$ cat config.mk
export PLATFORM = sky130hd
export DESIGN_NAME = ctl_hub
export DESIGN_NICKNAME = d
export VERILOG_FILES = /design/src/rtl/ctl_hub.sv
export SDC_FILE = /design/constraint.sdc
export NUM_CORES = 1
export LEC_CHECK = 0
export ABC_AREA = 1
export BUFFER_PORTS_ARGS = -buffer_cell sky130_fd_sc_hd__buf_2
export CORE_MARGIN = 2
export CORE_UTILIZATION = 62
export CTS_BUF_LIST = sky130_fd_sc_hd__clkbuf_8
export DETAILED_ROUTE_END_ITERATION = 8
export PLACE_DENSITY = 0.87
export SLEW_MARGIN = 15
export SYNTH_ARGS = -nofsm -noshare
export SYNTH_HDL_FRONTEND = slang
export SYNTH_SLANG_ARGS = --single-unit
$ cat constraint.sdc
create_clock -name clk -period 2.4 [get_ports clk]
set_clock_uncertainty 0.1 [all_clocks]
set_input_delay 0.12 -clock clk [delete_from_list [all_inputs] [get_ports clk]]
set_output_delay 0.12 -clock clk [all_outputs]
set_load 0.05 [all_outputs]
$ cat src/rtl/ctl_hub.sv
module ctl_hub #(
  parameter int         DIV_FAST  = 1,
  parameter int         DIV_SLOW  = 8,
  parameter logic [3:0] SLOW_MASK = 4'b1000
) (
  input  logic       clk,
  input  logic       rst_n,
  input  logic [3:0] hub_id,
  input  logic       ctl_stb,
  input  logic       ctl_dat,
  output logic       rsp_valid,
  output logic       rsp_err,
  output logic [7:0] rsp_data,
  output logic [3:0] scl_o,
  output logic [3:0] sda_o,
  input  logic [3:0] sda_i
);

  localparam int DW = (DIV_SLOW > 1) ? $clog2(DIV_SLOW) : 1;

  typedef enum logic [2:0] {S_IDLE, S_START, S_BITS, S_RSTART, S_STOP} st_t;

  st_t         st;
  logic [1:0]  ph;
  logic [DW-1:0] divc;
  logic [3:0]  bcnt;
  logic [1:0]  bidx;
  logic [1:0]  sel;
  logic        rw;
  logic [6:0]  dev;
  logic [7:0]  regad;
  logic [7:0]  wdat;
  logic [7:0]  rd;
  logic        ackb;
  logic        err;

  logic        rx_on;
  logic [4:0]  rx_cnt;
  logic [28:0] rx_sh;

  wire        frm_done = ctl_stb && rx_on && (rx_cnt == 5'd29);
  wire [29:0] frm      = {rx_sh, ctl_dat};
  wire        start_ok = frm_done && (frm[29:26] == hub_id) && (st == S_IDLE);

  wire [DW-1:0] lim  = SLOW_MASK[sel] ? DW'(DIV_SLOW - 1) : DW'(DIV_FAST - 1);
  wire          tick = (divc == lim);
  wire          sda_bus = sda_i[sel];

  logic [7:0] txb;
  always_comb begin
    case (bidx)
      2'd0:    txb = {dev, 1'b0};
      2'd1:    txb = regad;
      2'd2:    txb = rw ? {dev, 1'b1} : wdat;
      default: txb = 8'hFF;
    endcase
  end

  wire bit_out = (bcnt == 4'd8) ? 1'b1 : txb[3'd7 - bcnt[2:0]];

  logic scl_l, sda_l;
  always_comb begin
    case (st)
      S_START:  begin scl_l = (ph < 2'd2);                   sda_l = (ph == 2'd0); end
      S_BITS:   begin scl_l = (ph == 2'd1) || (ph == 2'd2);  sda_l = bit_out;      end
      S_RSTART: begin scl_l = (ph == 2'd1) || (ph == 2'd2);  sda_l = (ph < 2'd2);  end
      S_STOP:   begin scl_l = (ph != 2'd0);                  sda_l = (ph >= 2'd2); end
      default:  begin scl_l = 1'b1;                          sda_l = 1'b1;         end
    endcase
  end

  always_comb begin
    for (int p = 0; p < 4; p++) begin
      scl_o[p] = (st != S_IDLE && sel == 2'(p)) ? scl_l : 1'b1;
      sda_o[p] = (st != S_IDLE && sel == 2'(p)) ? sda_l : 1'b1;
    end
  end

  always_ff @(posedge clk) begin
    if (!rst_n) begin
      rx_on <= 1'b0;
      rx_cnt <= '0;
      rx_sh <= '0;
    end else if (ctl_stb) begin
      if (!rx_on) begin
        if (ctl_dat) begin
          rx_on  <= 1'b1;
          rx_cnt <= '0;
        end
      end else begin
        rx_sh <= {rx_sh[27:0], ctl_dat};
        if (rx_cnt == 5'd29) rx_on <= 1'b0;
        else rx_cnt <= rx_cnt + 5'd1;
      end
    end
  end

  always_ff @(posedge clk) begin
    if (!rst_n) begin
      st <= S_IDLE;
      ph <= '0;
      divc <= '0;
      bcnt <= '0;
      bidx <= '0;
      sel <= '0;
      rw <= 1'b0;
      dev <= '0;
      regad <= '0;
      wdat <= '0;
      rd <= '0;
      ackb <= 1'b0;
      err <= 1'b0;
      rsp_valid <= 1'b0;
      rsp_err <= 1'b0;
      rsp_data <= '0;
    end else begin
      rsp_valid <= 1'b0;
      if (st == S_IDLE) begin
        if (start_ok) begin
          sel   <= frm[25:24];
          rw    <= frm[23];
          dev   <= frm[22:16];
          regad <= frm[15:8];
          wdat  <= frm[7:0];
          st    <= S_START;
          ph    <= '0;
          divc  <= '0;
          bcnt  <= '0;
          bidx  <= '0;
          err   <= 1'b0;
          rd    <= '0;
        end
      end else if (!tick) begin
        divc <= divc + DW'(1);
      end else begin
        divc <= '0;
        ph   <= ph + 2'd1;
        if (st == S_BITS && ph == 2'd2) begin
          if (bcnt == 4'd8) ackb <= sda_bus;
          else if (bidx == 2'd3) rd <= {rd[6:0], sda_bus};
        end
        if (ph == 2'd3) begin
          case (st)
            S_START, S_RSTART: begin
              st   <= S_BITS;
              bcnt <= '0;
            end
            S_BITS: begin
              if (bcnt != 4'd8) begin
                bcnt <= bcnt + 4'd1;
              end else begin
                bcnt <= '0;
                if (ackb && bidx != 2'd3) begin
                  err <= 1'b1;
                  st  <= S_STOP;
                end else if ((!rw && bidx == 2'd2) || (rw && bidx == 2'd3)) begin
                  st <= S_STOP;
                end else if (rw && bidx == 2'd1) begin
                  st   <= S_RSTART;
                  bidx <= 2'd2;
                end else begin
                  bidx <= bidx + 2'd1;
                end
              end
            end
            S_STOP: begin
              st        <= S_IDLE;
              rsp_valid <= 1'b1;
              rsp_err   <= err;
              rsp_data  <= (rw && !err) ? rd : 8'h00;
            end
            default: st <= S_IDLE;
          endcase
        end
      end
    end
  end

  AST_RSP_PULSE: assert property (@(posedge clk) disable iff (!rst_n)
    rsp_valid |=> !rsp_valid);

  AST_ONE_PORT: assert property (@(posedge clk) disable iff (!rst_n)
    $countones(~(scl_o & sda_o)) <= 1);

  AST_HUB_MISS: assert property (@(posedge clk) disable iff (!rst_n)
    (frm_done && frm[29:26] != hub_id && st == S_IDLE) |=> (st == S_IDLE && scl_o == 4'hF));

  AST_ERR_NODATA: assert property (@(posedge clk) disable iff (!rst_n)
    (rsp_valid && rsp_err) |-> (rsp_data == 8'h00));

  AST_SDA_HOLD: assert property (@(posedge clk) disable iff (!rst_n)
    (st == S_BITS && $past(st) == S_BITS && scl_l && $past(scl_l)) |-> $stable(sda_l));

  AST_BUSY_DROP: assert property (@(posedge clk) disable iff (!rst_n)
    (frm_done && st != S_IDLE && st != S_STOP) |=> (st != S_IDLE && $stable(sel)));

endmodule

==> results.py, run 1 <==
metrics = {
    "placed_design": {
        "hpwl_um": 6530,
        "place_area_um2": 4600,
        "gp_congestion": 0.981,
        "pre_cts_ws_ns": 0.180,
        "port_buffers": 29,
    },
    "power": {
        "power_density_nw_per_um2": 893,
        "ir_drop_v": 0.000530,
        "swShare_pct": 38.3,
        "power_leakage_nw": 2.00,
        "p_int_mw": 2.72,
        "pwr-share-clk_pct": 26.8,
        "power_frac_comb_pct": 32.9,
        "seqPwrFrac_pct": 40.3,
        "p_sw_mw": 1.69,
    },
    "route": {
        "wirelength_um": 9480,
        "drt_first_pass_iters": 4,
        "ant_nets": 0,
        "drt_iter0_drc": 200,
        "vias": 4040,
        "viasPerCell": 5.44,
        "wl_per_cell_um": 12.8,
        "drcViolationCount": 0,
    },
    "cells_and_area": {
        "nets": 667,
        "layout.core_utilization_pct": 72.4,
        "antennaDiodeCount": 0,
        "area_growth_syn_to_layout_pct": 12.1,
        "drive_gt1_share_pct": 12.5,
        "fin_area_um2": 4940,
    },
    "floorplan": {
        "die_w_um": 88.3,
        "dieArea_um2": 7800,
        "start_util_pct": 64.6,
        "io_pins": 30,
        "core-area_um2": 6830,
        "chipHeight_um": 88.3,
        "std_cell_rows": 30,
    },
    "critical_path": {
        "crit_type": "register to primary output",
        "crit_path_max_fanout": 6,
        "r2r-start": "st[0]$_SDFFE_PN0P_",
        "cp-start-kind": "register",
        "startpoint": "bidx[0]$_SDFFE_PN0P_",
        "worstPathRequired_ns": 2.18,
        "arrival_ns": 2.06,
        "critPathCaptureType": "primary output",
    },
    "worst_hold_path": {
        "hold_start": "sda_i[3]",
        "hold_path_class": "input port to register",
    },
    "sta": {
        "fin_ws_ns": 0.124,
        "worstMarginPinSlew_ns": 0.687,
        "relSlewSlack_pct": 54.2,
        "fin_crit_sh_pct": 94.8,
        "fin_crit_ns": 2.28,
        "finalSetupViolations": 0,
        "hold_viol": 0,
        "fmax_ghz": 0.439,
        "slew_viol_final": 0,
    },
    "logic_synthesis": {
        "yosysUniqueCellTypes": 33,
        "yosys_warnings": 0,
        "async_flop_share_pct": 0,
        "syn_nets": 645,
        "syn_avg_cell_area_um2": 7.11,
        "ys_ff_latch": 95,
        "ys_seq_area_share_pct": 43.1,
        "synth_ff_type": "dfxtp_1",
        "syn_inst": 620,
        "synth_edf_count": 0,
        "syn_area_um2": 4410,
    },
    "global_routing": {
        "antenna_found_initial": 0,
        "overflow": 0,
        "grt_pass1_wl_um": 15800,
        "grt_max_degree": 47,
        "grt_usage_pct": 25.4,
        "grt_pass1_vias": 3573,
    },
    "cts": {
        "clkTransAtPathRegs_ns": 0.09,
        "clk_latency_ns": 0.36,
        "numCtsBuffers": 9,
        "clk_path_buf_depth": 2,
        "clock-root-buffer": "clkbuf_8",
        "htreeDepth": 3,
        "cts_tree": "yes",
        "clkSinkCount": 95,
    },
    "run": {
        "max-cap-violations": 0,
    },
    "run_status": {
        "status": "completed",
    },
}
synthesized netlist by cell type, types with 5 or more instances:
cell / number / share of area (%)
nor3_1: 8 / 0.91
o21ai_0: 59 / 6.7
a21oi_1: 64 / 7.3
nand2_2: 5 / 0.71
ha_1: 13 / 3.7
nand3_1: 53 / 6.0
nor2_1: 87 / 7.4
inv_1: 65 / 5.5
clkbuf_1: 17 / 1.4
dfxtp_1: 95 / 43
nand2_1: 91 / 7.7
nand4_1: 20 / 2.8
o21ai_1: 5 / 0.57
buf_2: 5 / 0.57
state kept, by name, indices dropped and copies added (netlist names), 2 cells and up:
name,cells
divc,3
sel,2
rx_sh,29
bcnt,4
rd,8
ph,2
bidx,2
regad,8
rsp_data,8
wdat,8
st,3
dev,7
rx_cnt,5
worst paths after layout:
kind              slack, ns  cells after the start               endpoint
setup / recovery       0.12                     13               sda_o[2]
setup reg to reg       0.32                      6     rd[4]$_SDFFE_PN0P_
hold / removal         0.06                      5      ackb$_SDFFE_PN0P_
hold reg to reg        0.35                      2  regad[0]$_SDFFE_PN0P_
power groups by stage:
stage	Sequential, mW	Clock (mW)	Combinational, mW
after global routing	1.79	1.26	1.62
after detailed placement	1.79	0	1.36
final	1.78	1.18	1.45
after floorplan	1.75	0	1.20
after global placement	1.78	0	1.31
after CTS	1.76	1.20	1.39
timing repair:
| action | in CTS | in global routing |
|---|---|---|
| resized for setup | 8 | 16 |
| buffers inserted | 0 | 3 |
| hold buffers | 2 | 0 |
| endpoints found under the setup margin | 4 | 4 |
| pin swaps | 0 | 2 |
| hold endpoints to repair | 2 | 0 |
per-stage QoR:
stage	hold WS [ns]	TNS [ns]	cells	total power, mW
2_1_floorplan	0.183	0	620	2.95
5_1_grt	0.0965	-0.0745	743	4.67
4_1_cts	0.0594	0	740	4.34
3_3_place_gp	0.313	0	722	3.10
6_report	0.0646	0	743	4.41
3_5_place_dp	0.339	0	722	3.15
routing by layer:
metal | part of all wire (%) | vias to the layer above | global-route usage [%]
met1 | 46 | 1872 | 33.6
met3 | 3.6 | 9 | 4.85
met2 | 49 | 68 | 42.4
li1 | - | 2091 | -
met5 | 0 | - | 0
met4 | 1.1 | 0 | 7.71
cell type report:
type | instances | area (um2)
Clock inverter | 6 | 91.3
Timing Repair Buffer | 39 | 263
Multi-Input combinational cell | 427 | 2150
Fill cell | 553 | 1890
Sequential cell | 95 | 1910
Clock buffer | 10 | 138
Inverter | 70 | 267
Tap cell | 96 | 120
worst max-delay path, stage by stage, from the launching register on:
cell     delay [ns]
dfxtp_4        0.38
inv_2          0.07
ha_1           0.19
inv_1          0.08
nand2_2        0.09
nand2_1        0.07
nand3_1        0.06
nand3_1        0.10
nand3_1        0.09
nand2_1        0.10
nand2_1        0.07
nand2_2        0.10
nand3_1        0.10
buf_6          0.18
layout by cell type (no fill, tap or decap), drive strengths merged:
cell         count
o22ai            1
o21bai           1
nand3b           1
nor2            90
buf             37
o211ai           2
dlygate4sd3      2
bufinv           2
a21boi           1
xor2             2
nand2           96
clkinvlp         1
a21oi           64
dfxtp           95
inv             71
nor3b            2
nand3           57
o21ai           64
nor3             8
clkinv           2
or2              2
nand4           20
a211oi           2
o21a             1
clkbuf          10
ha              13
cells by family (layout without fill, tap and decap cells):
kind of cell,after synthesis,after routing,synth area share [%]
xor gates and xnor gates,2,2,0.397
AOI/OAI and AO/OA,136,136,15.9
buffers and inverters,98,125,8.91
DFF,95,95,43.1
adders and majority gates,13,13,3.69
and+or+nand+nor,276,276,28.0
No activity file was read; power rests on OpenSTA's default activity.
==> run 2: changes to the inputs <==
==> constraint.sdc (replaced) <==
create_clock -name clk -period 2.6 [get_ports clk]
set_clock_uncertainty 0.1 [all_clocks]
set_input_delay 0.13 -clock clk [delete_from_list [all_inputs] [get_ports clk]]
set_output_delay 0.13 -clock clk [all_outputs]
set_load 0.05 [all_outputs]
==> results.py, run 2 (synthesis results as in run 1) <==
metrics = {
    "cells_and_area": {
        "largest_register_ffs": 29,
        "fin_area_um2": 4830,
        "fill_cells": 576,
        "antennaDiodeCount": 0,
        "drive_gt1_share_pct": 11.5,
        "largest_register": "rx_sh",
        "post_layout_nonfiller_instances": 740,
        "area_growth_syn_to_layout_pct": 9.50,
        "nets": 664,
        "final_common_cell": "dfxtp_1",
        "layout_common_cells": "dfxtp_1, nand2_1, nor2_1",
    },
    "sta": {
        "slew_viol_final": 0,
        "fmax_ghz": 0.405,
        "relSlewSlack_pct": 53.1,
        "hold_slack_ns": 0.0941,
        "fin_crit_sh_pct": 94.9,
        "fin_crit_ns": 2.47,
        "hold_viol": 0,
        "worstMarginPinSlew_ns": 0.703,
        "finalSetupViolations": 0,
    },
    "cts": {
        "clkSinkCount": 95,
        "clock-root-buffer": "clkbuf_8",
        "numCtsBuffers": 9,
        "clkTransAtPathRegs_ns": 0.10,
        "clk_latency_ns": 0.37,
        "cts_tree": "yes",
        "htreeDepth": 3,
        "clk_path_buf_depth": 2,
    },
    "placed_design": {
        "gp_congestion": 0.909,
        "place_area_um2": 4580,
        "hpwl_um": 6570,
        "dp_cells": 722,
        "port_buffers": 29,
    },
    "route": {
        "vias": 4021,
        "viasPerCell": 5.43,
        "wirelength_um": 9520,
        "drt_iter0_drc": 293,
        "drcViolationCount": 0,
        "drt_first_pass_iters": 5,
        "ant_nets": 0,
        "wl_per_cell_um": 12.9,
    },
    "global_routing": {
        "grt_pass1_vias": 3682,
        "grt_usage_pct": 26.2,
        "antenna_found_initial": 0,
        "grt_max_degree": 53,
        "overflow": 0,
        "grt_pass1_wl_um": 16300,
    },
    "critical_path": {
        "crit_path_max_fanout": 6,
        "reg2reg_depth": 6,
        "worstPathCellList": "inv_1, ha_1, nand2_1, nand2_2, nand2_1, nand3_1, nand2_1, nand3_1, nand2_1, nand2_1, nand2_1, nand3_1, clkbuf_4",
        "cp-start-kind": "register",
        "worst_path_max_delay_cell": "dfxtp_1",
        "r2r-start": "st[2]$_SDFFE_PN0P_",
        "crit_top_cell": "nand2_1",
        "worstPathRequired_ns": 2.37,
        "critPathMaxStageDelay_ns": 0.38,
        "critPathCaptureType": "primary output",
        "r2r_setup_slack_ns": 0.49,
        "arrival_ns": 2.24,
        "crit_type": "register to primary output",
        "reg2reg_to": "rd[1]$_SDFFE_PN0P_",
        "startpoint": "bidx[0]$_SDFFE_PN0P_",
    },
    "worst_hold_path": {
        "min_delay_path_depth": 5,
        "hold_path_end": "ackb$_SDFFE_PN0P_",
        "hold_path_class": "input port to register",
        "hold_start": "sda_i[3]",
    },
    "floorplan": {
        "die_w_um": 88.3,
        "std_cell_rows": 30,
        "io_pins": 30,
        "chipHeight_um": 88.3,
        "dieArea_um2": 7800,
        "start_util_pct": 64.6,
        "core-area_um2": 6830,
    },
    "run": {
        "max-cap-violations": 0,
    },
    "run_status": {
        "status": "completed",
    },
    "power": {
        "power_leakage_nw": 1.95,
        "ir_drop_v": 0.000458,
        "power_density_nw_per_um2": 814,
    },
}
-- run 2: cell count changes in the layout (fill, tap and decap cells not counted), moves of 2 or more --
| cell | previous run | this run |
|---|---|---|
| ha_4 | 2 | 0 |
| dfxtp_2 | 0 | 2 |
| buf_6 | 4 | 0 |
| dfxtp_4 | 3 | 0 |
-- run 2: repair_timing --
item,4_1_cts,5_1_grt
hold endpoints to repair,2,0
endpoints found under the setup margin,0,4
gates resized for setup,0,13
hold buffers,2,0
buffers inserted,0,0
-- run 2: metal layers --
metal  track usage, %  part of all wire [%]  vias up
met5                0                     0        -
met2             45.1                    50       82
met1             33.9                    45     1851
met4             6.20                  0.90        0
met3             5.41                   4.0        8
li1                 -                     -     2080
-- run 2: area by class of cell --
type	count	area [um2]	share of cell area [%]
tap	96	120	2.49
clock buffer	9	124	2.56
clock inverter	7	78.8	1.63
sequential	95	1900	39.4
timing repair buffer	36	213	4.40
inverter	70	267	5.52
multi-input combinational	427	2120	44.0
-- run 2: worst max path at each step --
stage / endpoint / slack (ns) / depth (start not counted)
after CTS: sda_o[1] / 0.05 / 9
after global placement: rd[1]$_SDFFE_PN0P_ / 0.48 / 8
after detailed placement: rd[1]$_SDFFE_PN0P_ / 0.38 / 8
final: sda_o[0] / 0.13 / 13
after floorplan: sda_o[0] / 0.64 / 13
after global routing: sda_o[0] / -0.03 / 13
-- run 2: report_power, final --
| part | switching (mW) | internal, mW | total [mW] |
|---|---|---|---|
| logic | 0.947 | 0.362 | 1.31 |
| registers | 0.0892 | 1.54 | 1.63 |
| clock network | 0.536 | 0.456 | 0.993 |
| total | 1.57 | 2.36 | 3.93 |
-- run 2: worst max-delay path, delay by kind of cell, from the launching register on --
| kind | cells | cell delay, ns |
|---|---|---|
| fa+ha+maj | 1 | 0.25 |
| flops | 1 | 0.38 |
| buf+inv | 2 | 0.34 |
| simple gates | 10 | 0.91 |
-- run 2: stage by stage --
step	setup TNS, ns	total power [mW]	setup WS, ns	util [%]
after CTS	0	3.91	0.0517	70.3
after detailed placement	0	2.92	0.375	67.1
after global routing	-0.0972	4.21	-0.0349	70.7
after floorplan	0	2.72	0.644	-
after global placement	0	2.86	0.481	67.1
final	0	3.93	0.132	70.7
